`config.mk`:
```
export PLATFORM = sky130hd
export DESIGN_NAME = poly_decim_fir
export DESIGN_NICKNAME = d
export VERILOG_FILES = /design/src/rtl/poly_decim_pkg.sv /design/src/rtl/poly_decim_ring.sv /design/src/rtl/poly_decim_mac.sv /design/src/rtl/poly_decim_fir.sv
export SDC_FILE = /design/constraint.sdc
export NUM_CORES = 1
export LEC_CHECK = 0
export ABC_AREA = 1
export CAP_MARGIN = 20
export CORE_ASPECT_RATIO = 0.5
export CORE_UTILIZATION = 40
export CTS_BUF_LIST = sky130_fd_sc_hd__clkbuf_4 sky130_fd_sc_hd__clkbuf_8
export DETAILED_ROUTE_END_ITERATION = 16
export DONT_BUFFER_PORTS = 1
export GPL_ROUTABILITY_DRIVEN = 0
export PLACE_DENSITY = 0.61
export SKIP_LAST_GASP = 1
export SLEW_MARGIN = 40
export SYNTH_ARGS = -nofsm -noshare
export SYNTH_HDL_FRONTEND = slang
export SYNTH_SLANG_ARGS = --single-unit
```
`constraint.sdc`:
```
create_clock -name clk -period 10.4 [get_ports clk]
set_input_delay 2.08 -clock clk [delete_from_list [all_inputs] [get_ports clk]]
set_output_delay 2.08 -clock clk [all_outputs]
set_load 0.01 [all_outputs]
```
`src/rtl/poly_decim_pkg.sv`:
```
package poly_decim_pkg;

    typedef enum logic [0:0] {
        ST_GATHER = 1'b0,
        ST_RUN    = 1'b1
    } fsm_state_t;

    // Step back 'back' entries from 'newest' in a ring of 'depth' entries.
    function automatic int ring_back(input int newest, input int back, input int depth);
        return (newest >= back) ? (newest - back) : (newest + depth - back);
    endfunction

endpackage

```
`src/rtl/poly_decim_ring.sv`:
```
module poly_decim_ring #(
    parameter int DEPTH = 12,
    parameter int DW    = 12,
    localparam int PW   = (DEPTH > 1) ? $clog2(DEPTH) : 1
) (
    input  logic                 clk,
    input  logic                 rst,
    input  logic                 wr_en,
    input  logic signed [DW-1:0] wr_data,
    input  logic [PW-1:0]        rd_back,
    output logic signed [DW-1:0] rd_data
);
    import poly_decim_pkg::*;

    logic signed [DW-1:0] mem_q [DEPTH];
    logic [PW-1:0]        wptr_q;
    logic [PW-1:0]        newest;
    logic [PW-1:0]        rd_addr;

    always_ff @(posedge clk) begin
        if (rst) begin
            wptr_q <= '0;
            for (int i = 0; i < DEPTH; i++) begin
                mem_q[i] <= '0;
            end
        end else if (wr_en) begin
            mem_q[wptr_q] <= wr_data;
            wptr_q        <= (int'(wptr_q) == DEPTH - 1) ? '0 : wptr_q + 1'b1;
        end
    end

    always_comb begin
        newest  = (wptr_q == '0) ? PW'(DEPTH - 1) : wptr_q - 1'b1;
        rd_addr = PW'(ring_back(int'(newest), int'(rd_back), DEPTH));
        rd_data = mem_q[rd_addr];
    end

endmodule

```
`src/rtl/poly_decim_mac.sv`:
```
module poly_decim_mac #(
    parameter int DW = 12,
    parameter int CW = 12,
    parameter int AW = 28
) (
    input  logic                 clk,
    input  logic                 rst,
    input  logic                 en,
    input  logic                 first,
    input  logic signed [DW-1:0] sample,
    input  logic signed [CW-1:0] coef,
    output logic signed [AW-1:0] sum_now
);
    logic signed [DW+CW-1:0] prod;
    logic signed [AW-1:0]    acc_q;

    always_comb begin
        prod    = sample * coef;
        sum_now = (first ? '0 : acc_q) + AW'(prod);
    end

    always_ff @(posedge clk) begin
        if (rst) begin
            acc_q <= '0;
        end else if (en) begin
            acc_q <= sum_now;
        end
    end

endmodule

```
`src/rtl/poly_decim_fir.sv`:
```
module poly_decim_fir #(
    parameter int NTAPS = 12,
    parameter int DECIM = 3,
    parameter int DW    = 12,
    parameter int CW    = 12,
    parameter int AW    = DW + CW + $clog2(NTAPS),
    parameter logic [NTAPS*CW-1:0] COEF_BITS = {
        12'hFE9, 12'h000, 12'h08C, 12'h184, 12'h2BE, 12'h3B6,
        12'h3B6, 12'h2BE, 12'h184, 12'h08C, 12'h000, 12'hFE9 }
) (
    input  logic                 clk,
    input  logic                 rst,
    input  logic                 in_valid,
    input  logic signed [DW-1:0] in_data,
    output logic                 in_ready,
    output logic                 out_valid,
    output logic signed [AW-1:0] out_data
);
    import poly_decim_pkg::*;

    localparam int ROWS = NTAPS / DECIM;
    localparam int TW   = (NTAPS > 1) ? $clog2(NTAPS) : 1;
    localparam int PHW  = (DECIM > 1) ? $clog2(DECIM) : 1;
    localparam int RW   = (ROWS > 1) ? $clog2(ROWS) : 1;

    fsm_state_t           state_q, state_d;
    logic [PHW-1:0]       phase_q;
    logic [PHW-1:0]       branch_q;
    logic [RW-1:0]        row_q;
    logic                 accept;
    logic                 phase_wrap;
    logic                 first_tap;
    logic                 last_tap;
    logic [TW-1:0]        tap;
    logic signed [DW-1:0] hist_sample;
    logic signed [CW-1:0] tap_coef;
    logic signed [AW-1:0] mac_sum;

    assign in_ready   = (state_q == ST_GATHER);
    assign accept     = in_valid && in_ready;
    assign phase_wrap = (int'(phase_q) == DECIM - 1);
    assign first_tap  = (branch_q == '0) && (row_q == '0);
    assign last_tap   = (int'(branch_q) == DECIM - 1) && (int'(row_q) == ROWS - 1);
    assign tap        = TW'(int'(branch_q) + int'(row_q) * DECIM);
    assign tap_coef   = $signed(COEF_BITS[int'(tap)*CW +: CW]);

    // Next state: GATHER -> RUN on phase wrap, RUN -> GATHER after last tap
    always_comb begin
        state_d = state_q;
        unique case (state_q)
            ST_GATHER: if (accept && phase_wrap) state_d = ST_RUN;
            ST_RUN:    if (last_tap)             state_d = ST_GATHER;
            default:   state_d = ST_GATHER;
        endcase
    end

    // State register with phase counter and commutator counters
    always_ff @(posedge clk) begin
        if (rst) begin
            state_q  <= ST_GATHER;
            phase_q  <= '0;
            branch_q <= '0;
            row_q    <= '0;
        end else begin
            state_q <= state_d;
            unique case (state_q)
                ST_GATHER: begin
                    if (accept) begin
                        phase_q <= phase_wrap ? '0 : phase_q + 1'b1;
                    end
                    branch_q <= '0;
                    row_q    <= '0;
                end
                ST_RUN: begin
                    if (int'(row_q) == ROWS - 1) begin
                        row_q    <= '0;
                        branch_q <= (int'(branch_q) == DECIM - 1) ? '0 : branch_q + 1'b1;
                    end else begin
                        row_q <= row_q + 1'b1;
                    end
                end
                default: ;
            endcase
        end
    end

    // Registered outputs
    always_ff @(posedge clk) begin
        if (rst) begin
            out_valid <= 1'b0;
            out_data  <= '0;
        end else begin
            out_valid <= (state_q == ST_RUN) && last_tap;
            if ((state_q == ST_RUN) && last_tap) begin
                out_data <= mac_sum;
            end
        end
    end

    poly_decim_ring #(.DEPTH(NTAPS), .DW(DW)) u_ring (
        .clk     (clk),
        .rst     (rst),
        .wr_en   (accept),
        .wr_data (in_data),
        .rd_back (tap),
        .rd_data (hist_sample)
    );

    poly_decim_mac #(.DW(DW), .CW(CW), .AW(AW)) u_mac (
        .clk     (clk),
        .rst     (rst),
        .en      (state_q == ST_RUN),
        .first   (first_tap),
        .sample  (hist_sample),
        .coef    (tap_coef),
        .sum_now (mac_sum)
    );

endmodule

```
==> Implementation_results.wiki <==
{| class="wikitable"
! Metric !! Value
|-
| Synth Register Bits || 260
|-
| First-pass GRT wire length || 72.3 mm
|-
| Yosys Warn Count || 0
|-
| Root buffer selected by CTS || sky130_fd_sc_hd__clkbuf_8
|-
| Critical Path Start Type || flop
|-
| Cell row count || 55
|-
| Post-route DRC violation count || 0
|-
| Number of ports placed on the die boundary || 45
|-
| Full die area || 47,600 um^2
|-
| Sequential-to-total area share from yosys stat || 38.2%
|-
| Path category of the worst min-delay check || reg -> reg
|-
| DRC violation total after the first TritonRoute iteration || 862
|-
| TritonCTS clock tree || done
|-
| Nature of the critical path endpoint || flop
|-
| Final worst slack || 0.536 ns
|-
| Die W || 308 um
|-
| Count of endpoints failing setup in the final report || 0
|-
| Placeable core region || 45,600 um^2
|-
| Total Routing Usage GR || 19.6%
|-
| Category of the critical setup timing path || reg -> reg
|-
| Number of max-slew violations in the final report || 0
|-
| Post-detailed-route count of antenna-violating nets || 0
|-
| Share of layout cells above drive strength 1 || 10.6%
|-
| Placed cell areas || 19,400 um^2
|-
| Data required time at the worst endpoint || 10.87 ns
|-
| Max clock buf depth || 3
|-
| Via total after detailed routing || 13,500
|-
| Share of the clock period used by the worst path || 94.8%
|-
| Largest net degree at the start of global routing || 48
|-
| Grt total ovfl || 0
|-
| Slowest CP cell || sky130_fd_sc_hd__fa_1
|-
| Finished Cell Area || 20,400 um^2
|-
| Count of buffers from port buffering || 0
|-
| Clock transition time at the flip-flop clock pins of the worst setup and hold paths || 0.07 ns
|-
| Clk sink count || 260
|-
| Netlist cell types || 50
|-
| Final #Nets || 2,306
|-
| Setup slack after placement || 0.253 ns
|-
| Min Tclk post-route || 9.86 ns
|-
| Initial antenna violation count || 1
|-
| Cell count after synthesis || 2,054
|-
| Clock buffers created by TritonCTS || 41
|-
| Starting density of the core || 40.9%
|-
| Maximum fanout along the worst path || 26
|-
| Max cap viols || 0
|-
| Main flop type after synthesis || sky130_fd_sc_hd__edfxtp_1
|-
| Worst slack on hold paths || 0.461 ns
|-
| Crit-path max cell delay || 0.53 ns
|-
| Number of global-route vias before repair || 13,200
|-
| Placed wire-length estimate || 33.7 mm
|-
| Area added between synthesis and finish || 9.18%
|-
| Number of flops mapped to enable cells by yosys || 192
|-
| Area of the mapped netlist || 18,700 um^2
|-
| Via-to-Cell Ratio || 4.97
|-
| Maximum achievable frequency || 101 MHz
|-
| Worst-skew pair later-pin latency || 0.60 ns
|-
| Number of buffers added to fix hold violations after cts || 0
|-
| Syn avg cell area || 9.09 um^2
|-
| Number of detailed-route iterations in the first pass || 5
|-
| Critical Path AT || 10.33 ns
|-
| CTS HTree Levels || 2
|-
| Actual transition at the worst max-transition pin || 0.887 ns
|-
| Cell type with the highest occurrence count on the critical path || sky130_fd_sc_hd__inv_1
|-
| Die span in y || 155 um
|-
| Worst clock skew || 0.0461 ns
|-
| Per-cell routed wire length || 16.9 um
|-
| Final number of hold-violating endpoints || 0
|-
| Status || completed
|-
| Net count of the mapped netlist || 2,310
|-
| Worst slew margin relative to its limit || 40.8%
|-
| Share of flip-flops with an asynchronous set or reset || 0%
|-
| Drt total wl || 45.7 mm
|}
[final timing paths]
check | start | slack [ns] | cells past startpoint | endpoint
worst max register to register | u_ring.wptr_q[0] | 0.54 | 48 | u_mac.acc_q[27]
worst max-delay path | u_ring.wptr_q[0] | 0.54 | 48 | u_mac.acc_q[27]
worst min-delay path | u_mac.acc_q[0] | 0.46 | 2 | u_mac.acc_q[0]
worst min register to register | u_mac.acc_q[0] | 0.46 | 2 | u_mac.acc_q[0]
[cell usage in the layout (no fill, tap or decap), drive strengths merged, types with 10 or more instances in the layout]
| cell | count |
|---|---|
| inv | 409 |
| nor2 | 285 |
| nand2 | 257 |
| edfxtp | 192 |
| fa | 145 |
| o21ai | 144 |
| a21oi | 135 |
| ha | 96 |
| dfxtp | 68 |
| clkbuf | 64 |
| nand3 | 55 |
| o211ai | 34 |
| buf | 32 |
| mux2i | 26 |
| xor2 | 26 |
| mux2 | 22 |
| xnor2 | 22 |
| o21bai | 20 |
| clkinv | 10 |
[metal layers]
layer,global-route usage [%],vias to the layer above,part of all wire [%]
li1,-,6551,-
met4,6.82,0,3.1
met5,0,-,0
met3,3.91,96,5.6
met1,25.6,6516,44
met2,32.6,318,47
[critical path, delay by kind of cell, from the launching register on]
family | cells | cell delay [ns]
xor+xnor | 1 | 0.15
compound gates | 9 | 1.66
buf+inv | 10 | 1.11
fa+ha+maj | 10 | 3.90
simple gates | 18 | 2.42
flops | 1 | 0.45
[flip-flops by register name, indices dropped and copies added (netlist names)]
name           count
branch_q           2
u_mac.acc_q       28
out_valid          1
row_q              2
out_data          28
u_ring.mem_q     192
phase_q            2
u_ring.wptr_q      4
state_q            1
[through the flow]
stage,util (%),cells,TNS [ns]
after floorplan,-,2054,0
after global placement,42.4,2622,0
after detailed placement,42.5,2623,0
after CTS,44.3,2698,0
after global routing,44.7,2710,-0.226
final,44.7,2710,0
[area by class of cell]
cell class                      instances  area (um^2)
Antenna cell                            1         2.50
Clock buffer                           64          762
Clock inverter                         11         86.3
Fill cell                            4444        25200
Inverter                              410         1550
Multi-Input combinational cell       1305         9760
Sequential cell                       260         7130
Tap cell                              627          785
Timing Repair Buffer                   32          315
[timing repair]
action	CTS	global route
endpoints found under the setup margin	0	22
hold endpoints to repair	0	0
gates resized for setup	0	26
setup buffers	0	11
[kinds of logic (layout without fill, tap and decap cells)]
logic type               after synthesis  count (layout)  share of synthesized area [%]
XOR/XNOR                              48              48                           2.33
multiplexers                          48              48                           2.72
AO/OA/AOI/OAI                        353             353                           10.8
AND/OR/NAND/NOR                      615             615                           13.8
adder cells (fa/ha/maj)              241             241                           22.0
buffers and inverters                489             517                           10.1
other                                  0               1                              0
flip-flops                           260             260                           38.2
[cell usage after synthesis (all sizes together) (4+ instances only)]
master	instances	share of area [%]
inv	406	8.2
nor2	285	6.0
nand2	257	5.6
edfxtp	192	31
fa	145	16
o21ai	144	4.0
a21oi	135	3.7
ha	96	6.4
dfxtp	68	7.3
clkbuf	59	1.2
nand3	55	1.6
o211ai	34	1.6
mux2i	26	1.4
xor2	26	1.3
mux2	22	1.3
xnor2	22	1.0
buf	20	0.66
o21bai	20	0.80
a31oi	7	0.23
o21a	7	0.28
nor3	6	0.16
clkinv	4	0.080
nor4	4	0.17
Power is not shown: default switching activity piles up to over one toggle a cycle in this logic, so the estimate is an artifact.
